===== config.mk =====
export PLATFORM = sky130hd
export DESIGN_NAME = mcdp_datapath
export DESIGN_NICKNAME = d
export VERILOG_FILES = /design/src/rtl/mcdp_pkg.sv /design/src/rtl/mcdp_aluctl.sv /design/src/rtl/mcdp_alu.sv /design/src/rtl/mcdp_regfile.sv /design/src/rtl/mcdp_datapath.sv
export SDC_FILE = /design/constraint.sdc
export NUM_CORES = 1
export LEC_CHECK = 0
export BUFFER_PORTS_ARGS = -buffer_cell sky130_fd_sc_hd__buf_2
export CAP_MARGIN = 5
export CORE_MARGIN = 2
export CORE_UTILIZATION = 40
export CTS_BUF_LIST = sky130_fd_sc_hd__clkbuf_8
export CTS_CLUSTER_DIAMETER = 200
export DETAILED_ROUTE_END_ITERATION = 8
export MAX_ROUTING_LAYER = met4
export PLACE_DENSITY_LB_ADDON = 0.2
export RECOVER_POWER = 100
export SYNTH_ARGS = -nofsm -noshare
export SYNTH_HDL_FRONTEND = slang
export SYNTH_SLANG_ARGS = --single-unit

===== constraint.sdc =====
create_clock -name clk -period 3.95 [get_ports clk]
set_input_delay 0.1975 -clock clk [delete_from_list [all_inputs] [get_ports clk]]
set_output_delay 0.1975 -clock clk [all_outputs]
set_load 0.03 [all_outputs]

===== src/rtl/mcdp_pkg.sv =====
package mcdp_pkg;

    // ALU operation codes produced by the decoder
    typedef enum logic [2:0] {
        ALU_AND = 3'b000,
        ALU_OR  = 3'b001,
        ALU_ADD = 3'b010,
        ALU_SUB = 3'b110,
        ALU_SLT = 3'b111
    } alu_op_e;

    // aluop classes
    localparam logic [1:0] AOP_ADD = 2'b00;
    localparam logic [1:0] AOP_SUB = 2'b01;

    // decoded function fields
    localparam logic [5:0] FN_ADD = 6'h20;
    localparam logic [5:0] FN_SUB = 6'h22;
    localparam logic [5:0] FN_AND = 6'h24;
    localparam logic [5:0] FN_OR  = 6'h25;
    localparam logic [5:0] FN_SLT = 6'h2A;

    // operand B select
    localparam logic [1:0] SRCB_REG   = 2'b00;
    localparam logic [1:0] SRCB_ONE   = 2'b01;
    localparam logic [1:0] SRCB_IMM   = 2'b10;
    localparam logic [1:0] SRCB_IMMX4 = 2'b11;

    // next PC select
    localparam logic [1:0] PCS_ALU  = 2'b00;
    localparam logic [1:0] PCS_OUT  = 2'b01;
    localparam logic [1:0] PCS_JUMP = 2'b10;

    // instruction field positions
    localparam int OP_LSB = 26;
    localparam int RA_LSB = 21;
    localparam int RB_LSB = 16;
    localparam int RD_LSB = 11;
    localparam int FN_W   = 6;

endpackage


===== src/rtl/mcdp_aluctl.sv =====
module mcdp_aluctl
    import mcdp_pkg::*;
(
    input  logic [1:0]      aluop,
    input  logic [FN_W-1:0] funct,
    output alu_op_e         op_sel
);

    always_comb begin
        op_sel = ALU_ADD;
        if (aluop[1]) begin
            unique case (funct)
                FN_SUB:  op_sel = ALU_SUB;
                FN_AND:  op_sel = ALU_AND;
                FN_OR:   op_sel = ALU_OR;
                FN_SLT:  op_sel = ALU_SLT;
                default: op_sel = ALU_ADD;
            endcase
        end else if (aluop == AOP_SUB) begin
            op_sel = ALU_SUB;
        end
    end

endmodule


===== src/rtl/mcdp_alu.sv =====
module mcdp_alu
    import mcdp_pkg::*;
#(
    parameter int W = 8
) (
    input  logic [W-1:0] a,
    input  logic [W-1:0] b,
    input  alu_op_e      op_sel,
    output logic [W-1:0] y
);

    logic [W-1:0] diff;
    logic         lt;

    assign diff = a - b;
    assign lt   = ($signed(a) < $signed(b));

    always_comb begin
        unique case (op_sel)
            ALU_AND: y = a & b;
            ALU_OR:  y = a | b;
            ALU_SUB: y = diff;
            ALU_SLT: y = {{(W-1){1'b0}}, lt};
            default: y = a + b;
        endcase
    end

endmodule


===== src/rtl/mcdp_regfile.sv =====
module mcdp_regfile #(
    parameter int W    = 8,
    parameter int NREG = 8,
    localparam int AW  = $clog2(NREG)
) (
    input  logic          clk,
    input  logic          rst_n,
    input  logic [AW-1:0] ra_idx,
    input  logic [AW-1:0] rb_idx,
    input  logic          we,
    input  logic [AW-1:0] wa,
    input  logic [W-1:0]  wd,
    output logic [W-1:0]  rd_a,
    output logic [W-1:0]  rd_b
);

    logic [W-1:0] regs_d [NREG];
    logic [W-1:0] regs_q [NREG];

    always_comb begin
        for (int i = 0; i < NREG; i++) regs_d[i] = regs_q[i];
        if (we && (wa != '0)) regs_d[wa] = wd;
    end

    genvar gi;
    generate
        for (gi = 0; gi < NREG; gi++) begin : g_ent
            if (gi == 0) begin : g_zero
                always_ff @(posedge clk or negedge rst_n) begin
                    if (!rst_n) regs_q[gi] <= '0;
                    else        regs_q[gi] <= '0;
                end
            end else begin : g_store
                always_ff @(posedge clk or negedge rst_n) begin
                    if (!rst_n) regs_q[gi] <= '0;
                    else        regs_q[gi] <= regs_d[gi];
                end
            end
        end
    endgenerate

    assign rd_a = (ra_idx == '0) ? '0 : regs_q[ra_idx];
    assign rd_b = (rb_idx == '0) ? '0 : regs_q[rb_idx];

endmodule


===== src/rtl/mcdp_datapath.sv =====
module mcdp_datapath
    import mcdp_pkg::*;
#(
    parameter int W    = 8,
    parameter int IRW  = 32,
    parameter int NREG = 8,
    localparam int NB  = IRW / W,
    localparam int RIW = $clog2(NREG)
) (
    input  logic            clk,
    input  logic            rst_n,
    input  logic [W-1:0]    memdata,
    input  logic            alusrca,
    input  logic [1:0]      alusrcb,
    input  logic [1:0]      aluop,
    input  logic [1:0]      pcsource,
    input  logic            pcen,
    input  logic            iord,
    input  logic            regdst,
    input  logic            memtoreg,
    input  logic            regwrite,
    input  logic [NB-1:0]   irwrite,
    output logic [W-1:0]    adr,
    output logic [W-1:0]    writedata,
    output logic [5:0]      op,
    output logic [FN_W-1:0] funct,
    output logic            zero
);

    typedef struct packed {
        logic [W-1:0]   pc;
        logic [IRW-1:0] ir;
        logic [W-1:0]   a;
        logic [W-1:0]   b;
        logic [W-1:0]   aluout;
        logic [W-1:0]   mdr;
    } dp_t;

    dp_t st_d, st_q;

    logic [W-1:0]   rf_a, rf_b;
    logic [W-1:0]   src_a, src_b, alu_y, imm, wr_data;
    logic [RIW-1:0] ra_idx, rb_idx, rd_idx, wr_idx;
    alu_op_e        op_sel;

    // field extraction
    assign ra_idx = st_q.ir[RA_LSB +: RIW];
    assign rb_idx = st_q.ir[RB_LSB +: RIW];
    assign rd_idx = st_q.ir[RD_LSB +: RIW];
    assign imm    = st_q.ir[W-1:0];

    assign wr_idx  = regdst   ? rd_idx   : rb_idx;
    assign wr_data = memtoreg ? st_q.mdr : st_q.aluout;

    mcdp_regfile #(.W(W), .NREG(NREG)) u_rf (
        .clk    (clk),
        .rst_n  (rst_n),
        .ra_idx (ra_idx),
        .rb_idx (rb_idx),
        .we     (regwrite),
        .wa     (wr_idx),
        .wd     (wr_data),
        .rd_a   (rf_a),
        .rd_b   (rf_b)
    );

    // operand selection
    always_comb begin
        src_a = alusrca ? st_q.a : st_q.pc;
        unique case (alusrcb)
            SRCB_REG:   src_b = st_q.b;
            SRCB_ONE:   src_b = W'(1);
            SRCB_IMM:   src_b = imm;
            default:    src_b = {imm[W-3:0], 2'b00};
        endcase
    end

    mcdp_aluctl u_ctl (
        .aluop  (aluop),
        .funct  (st_q.ir[FN_W-1:0]),
        .op_sel (op_sel)
    );

    mcdp_alu #(.W(W)) u_alu (
        .a      (src_a),
        .b      (src_b),
        .op_sel (op_sel),
        .y      (alu_y)
    );

    // next state
    always_comb begin
        st_d = st_q;
        for (int k = 0; k < NB; k++) begin
            if (irwrite[k]) st_d.ir[k*W +: W] = memdata;
        end
        st_d.mdr    = memdata;
        st_d.a      = rf_a;
        st_d.b      = rf_b;
        st_d.aluout = alu_y;
        if (pcen) begin
            unique case (pcsource)
                PCS_OUT:  st_d.pc = st_q.aluout;
                PCS_JUMP: st_d.pc = W'({st_q.ir[5:0], 2'b00});
                default:  st_d.pc = alu_y;
            endcase
        end
    end

    always_ff @(posedge clk or negedge rst_n) begin
        if (!rst_n) st_q <= '0;
        else        st_q <= st_d;
    end

    assign adr       = iord ? st_q.aluout : st_q.pc;
    assign writedata = st_q.b;
    assign op        = st_q.ir[OP_LSB +: 6];
    assign funct     = st_q.ir[FN_W-1:0];
    assign zero      = (alu_y == '0);

endmodule


# --- Yosys cells after proc, flatten, opt, wreduce, memory -nomap -nowiden ---
# Cells that the tools add are included.
word_totals:
  word_cells: 69
  in_bits: 26
  reg_bits: 126
op_classes:
  n_addsub: 2
  n_bitwise: 5
  n_lt_le_gt_ge: 5
  n_reduce_logical: 8
  mux: 21
  eq_ne: 12
ops:
  columns: ["cell", "count"]
  rows:
  - ["$mux 8", 10]
  - ["$bwmux 64", 1]
  - ["$bmux 8 s3", 2]
  - ["$pmux 8 s4", 1]
  - ["$demux 8 s3", 1]
  - ["$eq 6x6->1 const B", 4]
  - ["$pmux 8 s3", 1]
  - ["$pmux 8 s2", 1]
  - ["$ge 4x4->1 const B", 3]
  - ["$not 3->4", 3]
  - ["$pmux 3 s4", 1]
  - ["$logic_not 3->1", 3]
  - ["$mux 3", 3]
  - ["$add 8x8->8", 1]
  - ["$and 8x8->8", 1]
  - ["$logic_not 8->1", 1]
  - ["$lt 8x8->1", 1]
  - ["$or 8x8->8", 1]
  - ["$sub 8x8->8", 1]
  - ["$eq 2x1->1 const B", 3]
  - ["$eq 3x3->1 const B", 2]
  - ["$eq 2x2->1 const B", 2]
  - ["$lt 4x1->1 const B", 1]
  - ["$eq 3x1->1 const B", 1]
  - ["other kinds (3)", 4]

# --- Longest topological paths before layout ---
logic_depth:
  word_depth: 7
  depth_mapped: 14

# --- Hierarchy ---
# Synthesis repeated with hierarchy kept, for this count alone.
hier_totals:
  cells_unflattened: 616
  area_unflattened_um2: 7130.6
by_module_without_submodules:
  columns: ["module", "area_per_inst_um2", "cells_per_inst", "instances", "seq_area_each_um2"]
  rows:
  - ["mcdp_regfile", 3239.4, 239, 1, 1401.3]
  - ["mcdp_datapath", 2720.1, 213, 1, 1576.5]
  - ["mcdp_alu", 1107.3, 156, 1, 0.0]
  - ["mcdp_aluctl", 63.8, 8, 1, 0.0]

# --- Least setup slack after synthesis ---
# Ideal clock, no wire load.
synth_timing:
  path_kind: "reg-to-output"
  from: "register st_q (netlist bit funct[0])"
  to: "output port zero"
  path_slack_ns: 0.492
  stages_incl_launch_ff: 13
  arrival_ns: 3.260
  required_ns: 3.753
  path_cell_list: "dfrtp_1 > buf_4 > clkbuf_1 > a31o_2 > ha_1 > inv_1 > fa_1 > nor3b_1 > o311ai_0 > and2_1 > o221a_1 > o22ai_2 > nor4_2"
synth_between:
  elab_chain_cells: 6
  elab_cells_between_ends: 18
  cone_classes: "add/sub (2); order compare (1); eq/ne (7); mux (4); bitwise (2); reduce/logical (2)"
synth_rtl:
  columns: ["element", "line", "text"]
  rows:
  - ["start, declared", "mcdp_datapath.sv:39", "dp_t st_d, st_q;"]
  - ["start signal, assigned", "mcdp_datapath.sv:112", "else st_q <= st_d;"]
  - ["branches (longest 4 deep; another with $add 8x8->8)", null, null]
  - ["$pmux 8 s4 (*)", "mcdp_alu.sv:19", "unique case (op_sel)"]
  - ["named net alu_y[6]", "mcdp_datapath.sv:42", "logic [W-1:0] src_a, src_b, alu_y, imm, wr_data;"]
  - ["$logic_not 8->1 (*)", "mcdp_datapath.sv:119", "assign zero = (alu_y == '0);"]
  - ["end, declared", "mcdp_datapath.sv:27", "output logic zero"]
# Mark *: on every way through the listed nets, which the timed path passes.

# --- Final worst setup path ---
layout_timing:
  from: "register st_q[64] (netlist name)"
  to: "output port zero"
layout_between:
  elab_chain_cells: 4
  elab_cells_between_ends: 8
  cone_classes: "add/sub (2); order compare (1); mux (2); bitwise (2); reduce/logical (1)"
layout_rtl:
  columns: ["element", "line", "text"]
  rows:
  - ["$mux 8 (*)", "mcdp_datapath.sv:69", "src_a = alusrca ? st_q.a : st_q.pc;"]
  - ["$add 8x8->8 / $sub 8x8->8 (equally long branches)", "mcdp_alu.sv:24, mcdp_alu.sv:15", null]
  - ["$pmux 8 s4 (*)", "mcdp_alu.sv:19", null]
  - ["named net alu_y[6]", "mcdp_datapath.sv:42", null]
  - ["$logic_not 8->1 (*)", "mcdp_datapath.sv:119", null]
# Mark *: on every way through the listed nets, which the timed path passes. The rest lies on a longest branch.

==> results.sh <==
export IMPL_status="complete, but fails checks"
export IMPL_clock_latency_ns=0.44
export IMPL_fp_row_count=47
export IMPL_die_h_um=134
export IMPL_stdcell_area_um2=7540
export IMPL_avgSynthCellArea_um2=10.4
export IMPL_ir_drop_mv=0.341
export IMPL_final_cell_mix="dfrtp_1, nand2_1, o21ai_0"
export IMPL_wirelength_mm=18.6
export IMPL_synth_async_reset_ratio_pct=100
export IMPL_yosysWarningCount=0
export IMPL_slew_viol_final=67
export IMPL_finalHoldViolCount=0
export IMPL_cap_viol_max_count=2
export IMPL_violations="capacitance limit, slew limit"
export IMPL_synth_seq_cells=119
export IMPL_setup_viol=0
export IMPL_grt_pass1_vias=5305
export IMPL_crit_required_ns=3.75
export IMPL_tns_ns=0
export IMPL_gp_congestion=0.876
export IMPL_grt_start_max_net_pins=50
export IMPL_clk_pin_slew_worst_paths_ns=0.07
export IMPL_clock_tree_buffer_depth=2
export IMPL_crit_path_end_kind="primary output"
export IMPL_initial_core_util_pct=40.8
export IMPL_grt_pass1_wl_mm=29.9
export IMPL_drive_above_1_share_pct=21.1
export IMPL_fill_cells=1624
export IMPL_syn_area_um2=6770
export IMPL_antenna_found_initial=0
export IMPL_leakage_nw=3.31
export IMPL_regArea_um2=2980
export IMPL_synth_nets=705
export IMPL_drt_iter0_drc=398
export IMPL_fin_ws_ns=0.275
export IMPL_multi_input_area_um2=3360
export IMPL_synth_distinct_cells=68
export IMPL_fin_crit_sh_pct=93.0
export IMPL_slew_headroom_pct=-75.8
export IMPL_overflow=0
export IMPL_max_slew_worst_pin_slew_ns=2.64
export IMPL_cp_arrival_ns=3.48
export IMPL_final_setup_skew_ns=0.0124
export IMPL_viasPerCell=5.62
export IMPL_synth_main_ff_cell="dfrtp_1"
export IMPL_drtPass1Iterations=7
export IMPL_diodes=0
export IMPL_rsz0062_at_grt="no"
export IMPL_dieArea_um2=18000
export IMPL_pre_cts_ws_ns=0.549
export IMPL_synth_edf_count=0
export IMPL_hold_class="in2reg"
export IMPL_coreArea_um2=16600
export IMPL_drc_errors=0
export IMPL_h_tree_depth=4
export IMPL_io_buffers=54
export IMPL_crit_fanout=3
export IMPL_wl_per_cell_um=20.3
export IMPL_regToRegSetupSlack_ns=1.09
export IMPL_numClockSinks=119
export IMPL_synth_seq_area_share_pct=44.0
export IMPL_postPlaceCellArea_um2=7060
export IMPL_area_delta_synth_final_pct=11.5
export IMPL_dp_hpwl_mm=13.9
export IMPL_finalCriticalPeriod_ns=3.67
export IMPL_ant_nets=0
export IMPL_cts_made_buffers=17
export IMPL_gr_usage_all_layers_pct=22.5
export IMPL_routed_via_count=5153
export IMPL_die_w_um=134
export IMPL_nets=738
export IMPL_final_common_cell="dfrtp_1"
export IMPL_total_power_mw=4.99
export IMPL_root_buffer="clkbuf_8"
export IMPL_postCtsSetupBuffers=0
export IMPL_power_density_nw_per_um2=661
export IMPL_ios=55
export IMPL_worst_setup_path_type="reg2out"
export IMPL_fmax_mhz=272
export IMPL_synthCells=651
export IMPL_cts_tree="yes"
export IMPL_start_kind="flip-flop"
[cells by family (layout without fill, tap and decap cells)]
logic type / after synthesis / in the layout / synth area share [%]
compound gates: 158 / 158 / 15.8
flops: 119 / 119 / 44.0
mux: 86 / 86 / 16.7
fa+ha+maj: 28 / 28 / 5.40
buf+inv: 90 / 136 / 6.34
simple gates: 170 / 170 / 11.7
[routing by layer]
| metal | up-vias | share of wire (%) | track usage, % |
|---|---|---|---|
| met5 | - | 0 | - |
| met1 | 2551 | 44 | 28.9 |
| met4 | 0 | 3.5 | 10.1 |
| met3 | 46 | 4.9 | 4.23 |
| li1 | 2378 | - | - |
| met2 | 178 | 48 | 34.8 |
[path summary, 6_finish.rpt]
check                                                  from                          end  cells past startpoint
worst max register to register         st_q[64]$_DFFE_PN0P_         st_q[70]$_DFFE_PN0P_                     11
worst min-delay path                             irwrite[2]        rb_idx[2]$_DFFE_PN0P_                      2
max in group asynchronous                             rst_n         funct[0]$_DFFE_PN0P_                      3
min in group asynchronous                             rst_n           st_q[24]$_DFF_PN0_                      2
worst min register to register  u_rf.regs_q[31]$_DFFE_PN0P_  u_rf.regs_q[31]$_DFFE_PN0P_                      2
worst max-delay path                   st_q[64]$_DFFE_PN0P_                         zero                     12
[metrics by stage]
stage          hold WS [ns]  cells  util [%]
6_report              0.108    917      45.5
5_1_grt              0.0903    917      45.5
4_1_cts              0.0888    917      45.8
3_5_place_dp          0.260    875      42.6
3_3_place_gp          0.251    875      42.6
2_1_floorplan       -0.0981    651         -
[worst max-delay path, cell delays in order (launching register included)]
cell	delay, ns
dfrtp_1	0.40
mux2_2	0.31
inv_1	0.09
ha_1	0.19
inv_1	0.06
fa_1	0.39
nor3b_1	0.18
o311ai_1	0.34
and2_1	0.22
o221a_1	0.21
o22ai_2	0.12
nor4_2	0.29
clkbuf_2	0.25
[what timing repair did]
item                                    CTS  global route
resized for setup                         0             6
hold buffers                             10             0
endpoints found under the setup margin    0             1
endpoints found under the hold margin    56             0
[cells in the mapped netlist, drive strengths merged (3+ instances only)]
cell type | instances | area [µm²]
nand3 | 5 | 25.0
mux2i | 14 | 140
o221a | 3 | 33.8
a22o | 7 | 61.3
a21oi | 10 | 53.8
nor3b | 5 | 53.8
a221oi | 16 | 146
o21ai | 75 | 375
a21o | 4 | 30.0
mux4 | 16 | 360
inv | 33 | 124
nor3 | 8 | 40.0
buf | 29 | 200
or2 | 3 | 21.3
nand2 | 87 | 327
a31o | 4 | 35.0
nor2b | 8 | 50.1
nand3b | 3 | 22.5
dfrtp | 119 | 2980
ha | 26 | 325
a22oi | 7 | 52.6
nor2 | 34 | 128
nand2b | 7 | 43.8
clkbuf | 27 | 101
a211oi | 9 | 72.6
mux2 | 56 | 631
a31oi | 4 | 31.3
[state kept, by name, summed over array words and instances, names as in the netlist, 3 cells and up]
name,cells
funct,6
op,6
ra_idx,3
rb_idx,3
rd_idx,3
st_q,32
u_rf.regs_q,56
writedata,8
[final cells by class]
class                   instances  area share (%)
inverters                      34            1.69
repair buffers                 70            4.73
multi-input cells             442            44.6
well taps                     220            3.65
clock inverters                14            2.59
clock buffers                  18            3.28
flip-flops and latches        119            39.5
[power breakdown]
| part | switching (mW) | internal [mW] |
|---|---|---|
| logic | 1.02 | 0.740 |
| clock network | 0.533 | 0.709 |
| registers | 0.360 | 1.62 |
Note: power is estimated with default switching activity, not from simulation.
